**config.mk**
```make
export PLATFORM = sky130hd
export DESIGN_NAME = msi_capture_ctrl
export DESIGN_NICKNAME = d
export VERILOG_FILES = /design/src/rtl/msi_cap_pkg.sv /design/src/rtl/msi_cap_regs.sv /design/src/rtl/msi_cap_window.sv /design/src/rtl/msi_cap_vectors.sv /design/src/rtl/msi_capture_ctrl.sv
export SDC_FILE = /design/constraint.sdc
export NUM_CORES = 1
export LEC_CHECK = 0
export ABC_AREA = 1
export BUFFER_PORTS_ARGS = -buffer_cell sky130_fd_sc_hd__buf_2
export CAP_MARGIN = 30
export CORE_MARGIN = 4
export CORE_UTILIZATION = 35
export CTS_BUF_LIST = sky130_fd_sc_hd__clkbuf_16
export DETAILED_ROUTE_END_ITERATION = 8
export HOLD_SLACK_MARGIN = 0.03
export SETUP_SLACK_MARGIN = 0.5
export SYNTH_ARGS = -nofsm -noshare
export SYNTH_HDL_FRONTEND = slang
export SYNTH_SLANG_ARGS = --single-unit
```
**constraint.sdc**
```tcl
create_clock -name clk -period 3.7 [get_ports clk]
set_clock_uncertainty 0.05 [all_clocks]
set_input_delay 0.185 -clock clk [delete_from_list [all_inputs] [get_ports clk]]
set_output_delay 0.185 -clock clk [all_outputs]
set_load 0.05 [all_outputs]
```
**src/rtl/msi_cap_pkg.sv**
```systemverilog
// Package: register offsets and decode for the interrupt capture controller.
// Assumes a 12-bit byte offset on the register port and 32-bit registers.
package msi_cap_pkg;

    localparam int REG_AW = 12;

    localparam logic [REG_AW-1:0] OFS_BASE_LO = 12'h820;
    localparam logic [REG_AW-1:0] OFS_BASE_HI = 12'h824;
    localparam logic [REG_AW-1:0] OFS_ENABLE  = 12'h828;
    localparam logic [REG_AW-1:0] OFS_MASK    = 12'h82C;
    localparam logic [REG_AW-1:0] OFS_STATUS  = 12'h830;

    typedef enum logic [2:0] {
        SEL_NONE,
        SEL_BASE_LO,
        SEL_BASE_HI,
        SEL_ENABLE,
        SEL_MASK,
        SEL_STATUS
    } reg_sel_e;

    // Map a byte offset to the register it names.
    function automatic reg_sel_e decode_offset(input logic [REG_AW-1:0] ofs);
        case (ofs)
            OFS_BASE_LO: decode_offset = SEL_BASE_LO;
            OFS_BASE_HI: decode_offset = SEL_BASE_HI;
            OFS_ENABLE:  decode_offset = SEL_ENABLE;
            OFS_MASK:    decode_offset = SEL_MASK;
            OFS_STATUS:  decode_offset = SEL_STATUS;
            default:     decode_offset = SEL_NONE;
        endcase
    endfunction

endpackage

```
**src/rtl/msi_cap_regs.sv**
```systemverilog
// Register file: holds the capture base, the vector enable and the vector mask.
// Turns status-offset writes into a toggle request for the vector bank.
// Read data is combinational from the current register contents.
// Assumes BASE_W is a whole number of DATA_W words (two by default).
module msi_cap_regs
    import msi_cap_pkg::*;
#(
    parameter int DATA_W  = 32,
    parameter int BASE_W  = 64,
    parameter int NUM_VEC = 32
) (
    input  logic                clk,
    input  logic                rst_n,
    input  logic                reg_wr,
    input  logic [REG_AW-1:0]   reg_addr,
    input  logic [DATA_W-1:0]   reg_wdata,
    input  logic [NUM_VEC-1:0]  status_q,
    output logic [BASE_W-1:0]   base_q,
    output logic [NUM_VEC-1:0]  enable_q,
    output logic [NUM_VEC-1:0]  mask_q,
    output logic                status_wr,
    output logic [NUM_VEC-1:0]  status_xor,
    output logic [DATA_W-1:0]   reg_rdata
);
    localparam int NUM_HALF = BASE_W / DATA_W;

    reg_sel_e sel;

    // Decode the offset once for both write and read paths.
    always_comb sel = decode_offset(reg_addr);

    // One DATA_W slice of the base per generate step; each slice has its own offset.
    for (genvar h = 0; h < NUM_HALF; h++) begin : g_base
        logic hit_half;
        always_comb hit_half = reg_wr &&
                               (((h == 0) && (sel == SEL_BASE_LO)) ||
                                ((h == 1) && (sel == SEL_BASE_HI)));
        // Capture the written word into this slice only.
        always_ff @(posedge clk) begin
            if (!rst_n)
                base_q[h*DATA_W +: DATA_W] <= '0;
            else if (hit_half)
                base_q[h*DATA_W +: DATA_W] <= reg_wdata;
        end
    end

    // Vector enable register.
    always_ff @(posedge clk) begin
        if (!rst_n)
            enable_q <= '0;
        else if (reg_wr && sel == SEL_ENABLE)
            enable_q <= reg_wdata[NUM_VEC-1:0];
    end

    // Vector mask register.
    always_ff @(posedge clk) begin
        if (!rst_n)
            mask_q <= '0;
        else if (reg_wr && sel == SEL_MASK)
            mask_q <= reg_wdata[NUM_VEC-1:0];
    end

    // Status writes pass straight to the vector bank as a toggle request.
    always_comb begin
        status_wr  = reg_wr && (sel == SEL_STATUS);
        status_xor = reg_wdata[NUM_VEC-1:0];
    end

    // Read multiplexer; unmapped offsets return zero.
    always_comb begin
        reg_rdata = '0;
        case (sel)
            SEL_BASE_LO: reg_rdata = base_q[DATA_W-1:0];
            SEL_BASE_HI: reg_rdata = base_q[NUM_HALF*DATA_W-1 -: DATA_W];
            SEL_ENABLE:  reg_rdata[NUM_VEC-1:0] = enable_q;
            SEL_MASK:    reg_rdata[NUM_VEC-1:0] = mask_q;
            SEL_STATUS:  reg_rdata[NUM_VEC-1:0] = status_q;
            default:     reg_rdata = '0;
        endcase
    end

endmodule

```
**src/rtl/msi_cap_window.sv**
```systemverilog
// Window decoder: flags an inbound write whose address lies in
// [base, base + WIN_BYTES - 1] while any vector is enabled.
// Uses one BASE_W+1 bit subtract, so a window that runs past the top of the
// address space never aliases onto low addresses.
module msi_cap_window #(
    parameter int BASE_W    = 64,
    parameter int NUM_VEC   = 32,
    parameter int WIN_BYTES = 4096
) (
    input  logic               in_valid,
    input  logic [BASE_W-1:0]  in_addr,
    input  logic [BASE_W-1:0]  base_q,
    input  logic [NUM_VEC-1:0] enable_q,
    output logic               hit
);
    localparam logic [BASE_W-1:0] WIN_SIZE = BASE_W'(WIN_BYTES);

    logic [BASE_W:0] offset;
    logic            below_base;
    logic            win_active;

    // Distance from the base; the top bit is the borrow for addresses below it.
    always_comb begin
        offset     = {1'b0, in_addr} - {1'b0, base_q};
        below_base = offset[BASE_W];
        win_active = |enable_q;
        hit        = in_valid && win_active && !below_base &&
                     (offset[BASE_W-1:0] < WIN_SIZE);
    end

endmodule

```
**src/rtl/msi_cap_vectors.sv**
```systemverilog
// Vector bank: one status flop per vector plus the level interrupt.
// A hit with data N sets bit N if enabled. A status write toggles bits.
// When both occur in one cycle, the toggle is applied first and then the set.
// Assumes data values of NUM_VEC or more name no vector.
module msi_cap_vectors #(
    parameter int DATA_W  = 32,
    parameter int NUM_VEC = 32
) (
    input  logic               clk,
    input  logic               rst_n,
    input  logic               hit,
    input  logic [DATA_W-1:0]  in_data,
    input  logic [NUM_VEC-1:0] enable_q,
    input  logic [NUM_VEC-1:0] mask_q,
    input  logic               status_wr,
    input  logic [NUM_VEC-1:0] status_xor,
    output logic [NUM_VEC-1:0] status_q,
    output logic               irq
);
    // One flop and its set term per vector.
    for (genvar i = 0; i < NUM_VEC; i++) begin : g_vec
        logic set_i;
        logic tog_i;
        // This vector is named by the data word and allowed by enable.
        always_comb begin
            set_i = hit && (in_data == DATA_W'(i)) && enable_q[i];
            tog_i = status_wr && status_xor[i];
        end
        // Toggle from software first, capture wins afterwards.
        always_ff @(posedge clk) begin
            if (!rst_n)
                status_q[i] <= 1'b0;
            else
                status_q[i] <= (status_q[i] ^ tog_i) | set_i;
        end
    end

    // Level interrupt from any unmasked pending vector.
    always_comb irq = |(status_q & ~mask_q);

endmodule

```
**src/rtl/msi_capture_ctrl.sv**
```systemverilog
// Top: message-signalled interrupt capture controller.
// Joins the register file, the window decoder and the vector bank.
// Assumes one register access and one inbound write at most per cycle.
module msi_capture_ctrl
    import msi_cap_pkg::*;
#(
    parameter int DATA_W    = 32,
    parameter int BASE_W    = 64,
    parameter int NUM_VEC   = 32,
    parameter int WIN_BYTES = 4096
) (
    input  logic              clk,
    input  logic              rst_n,
    input  logic              reg_wr,
    input  logic [11:0]       reg_addr,
    input  logic [31:0]       reg_wdata,
    output logic [31:0]       reg_rdata,
    input  logic              in_valid,
    input  logic [63:0]       in_addr,
    input  logic [31:0]       in_data,
    output logic              irq
);
    logic [BASE_W-1:0]  base_q;
    logic [NUM_VEC-1:0] enable_q;
    logic [NUM_VEC-1:0] mask_q;
    logic [NUM_VEC-1:0] status_q;
    logic [NUM_VEC-1:0] status_xor;
    logic               status_wr;
    logic               win_hit;

    msi_cap_regs #(
        .DATA_W (DATA_W),
        .BASE_W (BASE_W),
        .NUM_VEC(NUM_VEC)
    ) u_regs (
        .clk       (clk),
        .rst_n     (rst_n),
        .reg_wr    (reg_wr),
        .reg_addr  (reg_addr),
        .reg_wdata (reg_wdata),
        .status_q  (status_q),
        .base_q    (base_q),
        .enable_q  (enable_q),
        .mask_q    (mask_q),
        .status_wr (status_wr),
        .status_xor(status_xor),
        .reg_rdata (reg_rdata)
    );

    msi_cap_window #(
        .BASE_W   (BASE_W),
        .NUM_VEC  (NUM_VEC),
        .WIN_BYTES(WIN_BYTES)
    ) u_window (
        .in_valid(in_valid),
        .in_addr (in_addr),
        .base_q  (base_q),
        .enable_q(enable_q),
        .hit     (win_hit)
    );

    msi_cap_vectors #(
        .DATA_W (DATA_W),
        .NUM_VEC(NUM_VEC)
    ) u_vectors (
        .clk       (clk),
        .rst_n     (rst_n),
        .hit       (win_hit),
        .in_data   (in_data),
        .enable_q  (enable_q),
        .mask_q    (mask_q),
        .status_wr (status_wr),
        .status_xor(status_xor),
        .status_q  (status_q),
        .irq       (irq)
    );

endmodule

```
# After elaboration in Yosys (flattened, before gate mapping)
# Cells that the tools add are included.
[totals] ff_bits=160 latchBits=0 ramBits=0 rom_bits=0 input_bits=144 output_inout_bits=33 memories=0
[op_classes] addsub=1 mul=0 div=0 n_lt_le_gt_ge=1 n_eq_ne=41 n_shift=0 muxes=2 bitwise_logic=66 reduce_logical=108
[ops] op="32-bit by 5-bit equality test with 1-bit output, second input constant" count=16
[ops] op="32-bit by 4-bit equality test with 1-bit output, second input constant" count=8
[ops] op="32-bit case mux with 5 select lines" count=1
[ops] op="32-bit by 3-bit equality test with 1-bit output, second input constant" count=4
[ops] op="1-bit logical AND" count=104
[ops] op="64-bit by 64-bit subtractor with 65-bit output" count=1
[ops] op="32-bit by 2-bit equality test with 1-bit output, second input constant" count=2
[ops] op="64-bit by 13-bit < comparator with 1-bit output, second input constant" count=1
[ops] op="32-bit OR reduction" count=2
[ops] op="12-bit equality test, second input constant" count=5
[ops] op="32-bit AND" count=1
[ops] op="32-bit by 1-bit equality test with 1-bit output, second input constant" count=1
[ops] op="32-bit zero test" count=1
[ops] op="32-bit inverter" count=1
[ops] op="1-bit OR" count=32
[ops] op="1-bit bitwise XOR" count=32
[ops] op="3-bit case mux with 5 select lines" count=1
[ops] op="3-bit by 2-bit equality test with 1-bit output, second input constant" count=2
[ops] op="3-bit equality test, second input constant" count=2
[ops] op="3-bit by 1-bit equality test with 1-bit output, second input constant" count=1
[ops] op="1-bit zero test" count=1

# Depth between registers and ports, before layout
[depth] depth_word=7 ltp_mapped=22 mapped_depth_nobuf=21

# Hierarchy
# From an unflattened synthesis, not the netlist that was laid out.
[unflattened] hier_cells=2729 hier_area_um2=15048.2
[modules_own_cells] module="msi_cap_regs" n_inst=1 cells_per_inst=931 area_per_inst_um2=6381.1
[modules_own_cells] module="msi_cap_window" n_inst=1 cells_per_inst=1370 area_per_inst_um2=6173.4
[modules_own_cells] module="msi_cap_vectors" n_inst=1 cells_per_inst=428 area_per_inst_um2=2493.6

# Worst setup path before layout
# Ideal clock, no wire load.
[synth_timing] path_kind="in2out" startpoint="in reg_addr[9]" endpoint="out reg_rdata[0]" arrival_ps=2310 required_time_ps=3465 setup_slack_ps=1155 path_stages=8 cell_sequence="nor4_1 > inv_2 > nor2_1 > nand2_1 > a21boi_1 > nand2_1 > buf_1 > o221ai_1"
[synth_via] elab_chain_cells=4 elab_cells_between_ends=12
[synth_rtl] item="start: declaration" line="msi_capture_ctrl.sv:15" source="input logic [11:0] reg_addr,"
[synth_rtl] item="12-bit equality test" line="msi_cap_pkg.sv:24" source="case (ofs)"
[synth_rtl] item="3-bit case mux with 5 select lines *" line="msi_cap_pkg.sv:24"
[synth_rtl] item="3-bit equality test (tied with other cells)" line="msi_cap_regs.sv:72" source="case (sel)"
[synth_rtl] item="32-bit case mux with 5 select lines *" line="msi_cap_regs.sv:72"
[synth_rtl] item="end: declaration" line="msi_capture_ctrl.sv:17" source="output logic [31:0] reg_rdata,"
# Every way passes the cells marked *; elsewhere a longest branch is shown, timed or not.

# Final worst setup path
[layout_timing] startpoint="reg u_regs.base_q[42]" endpoint="reg u_vectors.status_q[21]"
[layout_via] elab_chain_cells=7 elab_cells_between_ends=8
[layout_rtl] item="start: declaration" line="msi_cap_regs.sv:18" source="output logic [BASE_W-1:0] base_q,"
[layout_rtl] item="start signal: indexed assignment" line="msi_cap_regs.sv:43" source="base_q[h*DATA_W +: DATA_W] <= reg_wdata;"
[layout_rtl] item="64-bit by 64-bit subtractor with 65-bit output *" line="msi_cap_window.sv:24" source="offset = {1'b0, in_addr} - {1'b0, base_q};"
[layout_rtl] item="branches (longest 2 deep; another with 64-bit by 13-bit < comparator with 1-bit output)"
[layout_rtl] item="1-bit logical AND *" line="msi_cap_window.sv:27" source="hit = in_valid && win_active && !below_base &&"
[layout_rtl] item="1-bit logical AND * (2 in series)" line="msi_cap_vectors.sv:26" source="set_i = hit && (in_data == DATA_W'(i)) && enable_q[i];"
[layout_rtl] item="1-bit OR *" line="msi_cap_vectors.sv:34" source="status_q[i] <= (status_q[i] ^ tog_i) | set_i;"
[layout_rtl] item="end signal: indexed assignment" line="msi_cap_vectors.sv:34"
[layout_rtl] item="end: declaration" line="msi_cap_vectors.sv:17" source="output logic [NUM_VEC-1:0] status_q,"
# Every way passes the cells marked *.
# A chain may end at the register's enable or synchronous reset.

==> run_summary.xml <==
<?xml version="1.0" encoding="UTF-8"?>
<metrics>
  <group name="sta">
    <metric name="hold_viol" unit="">0</metric>
    <metric name="tightest_slew" unit="ns">0.9017</metric>
    <metric name="setup_tns" unit="ns">0</metric>
    <metric name="slew_violations" unit="">0</metric>
    <metric name="final.min_clock_period" unit="ns">3.096</metric>
    <metric name="final_setup_violating_endpoints" unit="">0</metric>
    <metric name="fmax" unit="GHz">0.3230</metric>
    <metric name="hold_slack" unit="ns">0.02769</metric>
    <metric name="slew_headroom" unit="%">39.82</metric>
    <metric name="rsz0062_at_grt" unit="">false</metric>
    <metric name="final_min_period_over_clock_period" unit="%">83.66</metric>
  </group>
  <group name="critical_path">
    <metric name="crit_path_max_fanout" unit="">16</metric>
    <metric name="cpMostUsedCell" unit="">sky130_fd_sc_hd__nand2_1</metric>
    <metric name="timing.critical_path.to_type" unit="">flip-flop</metric>
    <metric name="setup_crit_path_kind" unit="">reg2reg</metric>
    <metric name="timing.critical_path.from" unit="">u_regs.base_q[42]</metric>
    <metric name="critical_path.slowest_cell" unit="">sky130_fd_sc_hd__ha_4</metric>
    <metric name="timing.critical_path.from_type" unit="">flip-flop</metric>
    <metric name="worstReg2RegStart" unit="">u_regs.base_q[42]</metric>
    <metric name="worstPathRequired" unit="ns">4.02</metric>
    <metric name="cpPeakStageDelay" unit="ns">0.36</metric>
    <metric name="worstPathArrival" unit="ns">3.41</metric>
    <metric name="critical_path.cell_chain" unit="">inv_1, ha_4, nand2_1, nor2_2, nand2_1, o21bai_1, a21oi_2, nand3_1, nand2_1, nor2_2, nand3_2, nor3_4, buf_12, clkbuf_16, nand3_1, a21oi_1</metric>
  </group>
  <group name="hold_path">
    <metric name="hp-class" unit="">in2reg</metric>
    <metric name="timing.hold.worst.start" unit="">reg_wdata[31]</metric>
  </group>
  <group name="yosys">
    <metric name="synthDistinctLibCells" unit="">41</metric>
    <metric name="synth.cell_area" unit="mm2">0.01391</metric>
    <metric name="synth-xor-area-share" unit="%">2.015</metric>
    <metric name="yosys.area_share.adder" unit="%">5.666</metric>
    <metric name="number_of_enable_type_register_cells_in_the_synthesized_netlist" unit="">0</metric>
    <metric name="synth_mux_area_share" unit="%">0</metric>
    <metric name="dominant_register_cell_in_the_synthesized_netlist" unit="">sky130_fd_sc_hd__dfxtp_1</metric>
    <metric name="synth.ff_latch_count" unit="">160</metric>
    <metric name="yosysSeqAreaShare" unit="%">23.03</metric>
    <metric name="syn_nets" unit="">2673</metric>
    <metric name="syn_area_per_cell" unit="um2">5.641</metric>
    <metric name="synth-compound-area-share" unit="%">16.52</metric>
    <metric name="async_flop_share" unit="%">0</metric>
    <metric name="synth_simple_gate_area_share" unit="%">36.96</metric>
    <metric name="combinational_family_with_the_most_area_after_synthesis" unit="">simple AND/OR/NAND/NOR gates</metric>
    <metric name="postSynthCellCount" unit="">2466</metric>
    <metric name="yosysWarningCount" unit="">0</metric>
  </group>
  <group name="layout">
    <metric name="finish.net_count" unit="">2842</metric>
    <metric name="layout-drive-gt1-share" unit="%">20.70</metric>
    <metric name="antenna-diode-count" unit="">0</metric>
    <metric name="final_core_utilization" unit="%">45.60</metric>
    <metric name="area_overhead_vs_synth" unit="%">27.87</metric>
  </group>
  <group name="placed_design">
    <metric name="place.port_buffers" unit="">176</metric>
    <metric name="finalWeightedCongestion" unit="">1.055</metric>
    <metric name="hpwlAfterDp" unit="um">50700</metric>
  </group>
  <group name="clock_tree">
    <metric name="htree_num_levels" unit="">4</metric>
    <metric name="clock-root-buffer" unit="">sky130_fd_sc_hd__clkbuf_16</metric>
    <metric name="path_clk_slew" unit="ns">0.07</metric>
    <metric name="clock_latency_on_the_worst_skew_pair" unit="ns">0.44</metric>
    <metric name="cts.sinks" unit="">160</metric>
    <metric name="total_clock_buffers_created_by_cts" unit="">17</metric>
    <metric name="tritoncts" unit="">yes</metric>
    <metric name="clockBufferDepth" unit="">2</metric>
  </group>
  <group name="global_route">
    <metric name="grt_antenna_before_repair" unit="">0</metric>
    <metric name="maximum_number_of_pins_on_one_net_before_global_route_repair" unit="">96</metric>
    <metric name="gr-usage-all-layers" unit="%">27.80</metric>
    <metric name="grt.overflow.total" unit="">0</metric>
    <metric name="grt_pass1_wl" unit="um">93280</metric>
    <metric name="via_count_of_the_first_global_routing_pass" unit="">15670</metric>
  </group>
  <group name="detailed_routing">
    <metric name="drt.antenna.violating_nets" unit="">0</metric>
    <metric name="total_routed_wirelength" unit="um">63320</metric>
    <metric name="dr.first_iter.drc_count" unit="">1602</metric>
    <metric name="drc_errors" unit="">0</metric>
    <metric name="top_layer_used" unit="">met4</metric>
    <metric name="wl_met3" unit="um">3770</metric>
    <metric name="via_per_inst" unit="">5.265</metric>
    <metric name="wl_met2" unit="um">30280</metric>
    <metric name="dr_total_vias" unit="">16660</metric>
    <metric name="wirelength_met1" unit="um">26800</metric>
    <metric name="detail_route.wl_per_cell" unit="um">20.01</metric>
    <metric name="drt-pass1-iter-count" unit="">5</metric>
  </group>
  <group name="floorplanning">
    <metric name="start_util" unit="%">35.66</metric>
    <metric name="row_count" unit="">72</metric>
    <metric name="die_area" unit="mm2">0.04300</metric>
    <metric name="core_region_area" unit="mm2">0.03901</metric>
    <metric name="die_h" unit="um">207.4</metric>
    <metric name="top_level_ports" unit="">177</metric>
    <metric name="chipWidth" unit="um">207.4</metric>
  </group>
  <group name="power_and_ir_drop">
    <metric name="p_leak" unit="uW">0.008250</metric>
    <metric name="power_density" unit="mW/mm2">254.8</metric>
    <metric name="peakVddDrop" unit="V">0.0002909</metric>
  </group>
  <group name="job">
    <metric name="cap_viol_max_count" unit="">0</metric>
  </group>
  <group name="outcome">
    <metric name="run_status" unit="">finished, final reports clean</metric>
  </group>
</metrics>
==> worst max-delay path: cells and delay by family, from the launching register on <==
| family | cells | cell delay (ns) |
|---|---|---|
| simple gates | 9 | 1.27 |
| compound gates | 3 | 0.53 |
| buf+inv | 3 | 0.47 |
| fa+ha+maj | 1 | 0.36 |
| flops | 1 | 0.32 |
==> cell usage after synthesis (36+ instances only) <==
cell                         n  area share, %
sky130_fd_sc_hd__inv_1     496             13
sky130_fd_sc_hd__nand3_1   132            4.7
sky130_fd_sc_hd__dfxtp_1   160             23
sky130_fd_sc_hd__nand2_1   719             19
sky130_fd_sc_hd__a211oi_1   63            3.4
sky130_fd_sc_hd__o22ai_1    36            1.6
sky130_fd_sc_hd__clkbuf_1   65            1.8
sky130_fd_sc_hd__nor2_1    261            7.0
sky130_fd_sc_hd__o21ai_0    81            2.9
sky130_fd_sc_hd__a21oi_1   139            5.0
sky130_fd_sc_hd__nor3_1     72            2.6
sky130_fd_sc_hd__ha_1       63            5.7
==> what timing repair did <==
item	CTS	global route
pin swaps	11	35
resized for setup	148	207
hold buffers	10	0
setup endpoints to repair	47	40
gates cloned	1	1
buffers inserted	4	13
hold endpoints to repair	15	0
==> metrics by stage <==
stage	setup slack [ns]	power [uW]	instances	cell area, um2
global placement	0.03728	2570	3102	15400
global route	0.4722	4692	3165	17790
CTS	0.5011	4429	3149	16880
floorplan	1.155	2236	2466	13910
finish	0.6045	4532	3165	17790
detailed placement	0.05592	2567	3103	15400
==> path summary, 6_finish.rpt <==
| path | endpoint | slack [ns] | depth (start not counted) |
|---|---|---|---|
| min reg2reg | u_regs.mask_q[7] | 0.42 | 2 |
| max | u_vectors.status_q[21] | 0.60 | 16 |
| min | u_regs.mask_q[31] | 0.03 | 3 |
| max reg2reg | u_vectors.status_q[21] | 0.60 | 16 |
==> kinds of logic (layout without fill, tap and decap cells) <==
| group | after synthesis | count (layout) |
|---|---|---|
| xor+xnor | 32 | 32 |
| buf+inv | 581 | 762 |
| simple gates | 1248 | 1248 |
| flops | 160 | 160 |
| fa+ha+maj | 63 | 63 |
| compound gates | 382 | 382 |
==> layout make-up <==
type	instances	area (um2)
Fill cell	4160	21220
Inverter	506	1904
Multi-Input combinational cell	1725	9961
Tap cell	518	648.1
Sequential cell	160	3216
Timing Repair Buffer	225	1468
Clock inverter	14	166.4
Clock buffer	17	425.4
==> state kept, by name, indices dropped and copies added (netlist names) <==
name                flops
u_vectors.status_q     32
u_regs.base_q          64
u_regs.enable_q        32
u_regs.mask_q          32
==> power breakdown <==
| part | leakage, uW | switching [uW] | internal, uW | total [uW] |
|---|---|---|---|---|
| Clock | 0.000292 | 759 | 1060 | 1820 |
| Sequential | 0.00129 | 0.137 | 1720 | 1720 |
| Combinational | 0.00666 | 647 | 348 | 995 |
==> cells in the final DEF (no fill, tap or decap), types with 4 or more instances in the layout <==
cell,count
sky130_fd_sc_hd__nor4_2,4
sky130_fd_sc_hd__a221oi_1,5
sky130_fd_sc_hd__o21bai_1,7
sky130_fd_sc_hd__a21oi_2,21
sky130_fd_sc_hd__ha_1,5
sky130_fd_sc_hd__clkbuf_16,18
sky130_fd_sc_hd__a211oi_1,63
sky130_fd_sc_hd__dlygate4sd3_1,10
sky130_fd_sc_hd__nand3_1,117
sky130_fd_sc_hd__inv_2,39
sky130_fd_sc_hd__buf_4,28
sky130_fd_sc_hd__dfxtp_1,150
sky130_fd_sc_hd__nor2_2,46
sky130_fd_sc_hd__o221ai_1,26
sky130_fd_sc_hd__nand3b_1,8
sky130_fd_sc_hd__buf_2,172
sky130_fd_sc_hd__nor3_4,6
sky130_fd_sc_hd__inv_1,465
sky130_fd_sc_hd__xor2_1,32
sky130_fd_sc_hd__nor3_1,69
sky130_fd_sc_hd__buf_12,12
sky130_fd_sc_hd__ha_4,56
sky130_fd_sc_hd__nand4_1,23
sky130_fd_sc_hd__nand2_2,67
sky130_fd_sc_hd__nand2_1,652
sky130_fd_sc_hd__nor2_4,31
sky130_fd_sc_hd__o21ai_0,78
sky130_fd_sc_hd__o22ai_1,36
sky130_fd_sc_hd__dfxtp_2,10
sky130_fd_sc_hd__a21oi_1,117
sky130_fd_sc_hd__o21ai_1,4
sky130_fd_sc_hd__a31oi_1,12
sky130_fd_sc_hd__nand3_2,14
sky130_fd_sc_hd__nor2_1,191
sky130_fd_sc_hd__nor4_1,10
==> layer usage <==
layer	track usage [%]	up-vias
li1	-	8184
met1	36.73	7675
met2	47.54	682
met3	2.448	122
met4	9.964	0
met5	0	-
No activity file was read; power rests on OpenSTA's default activity.
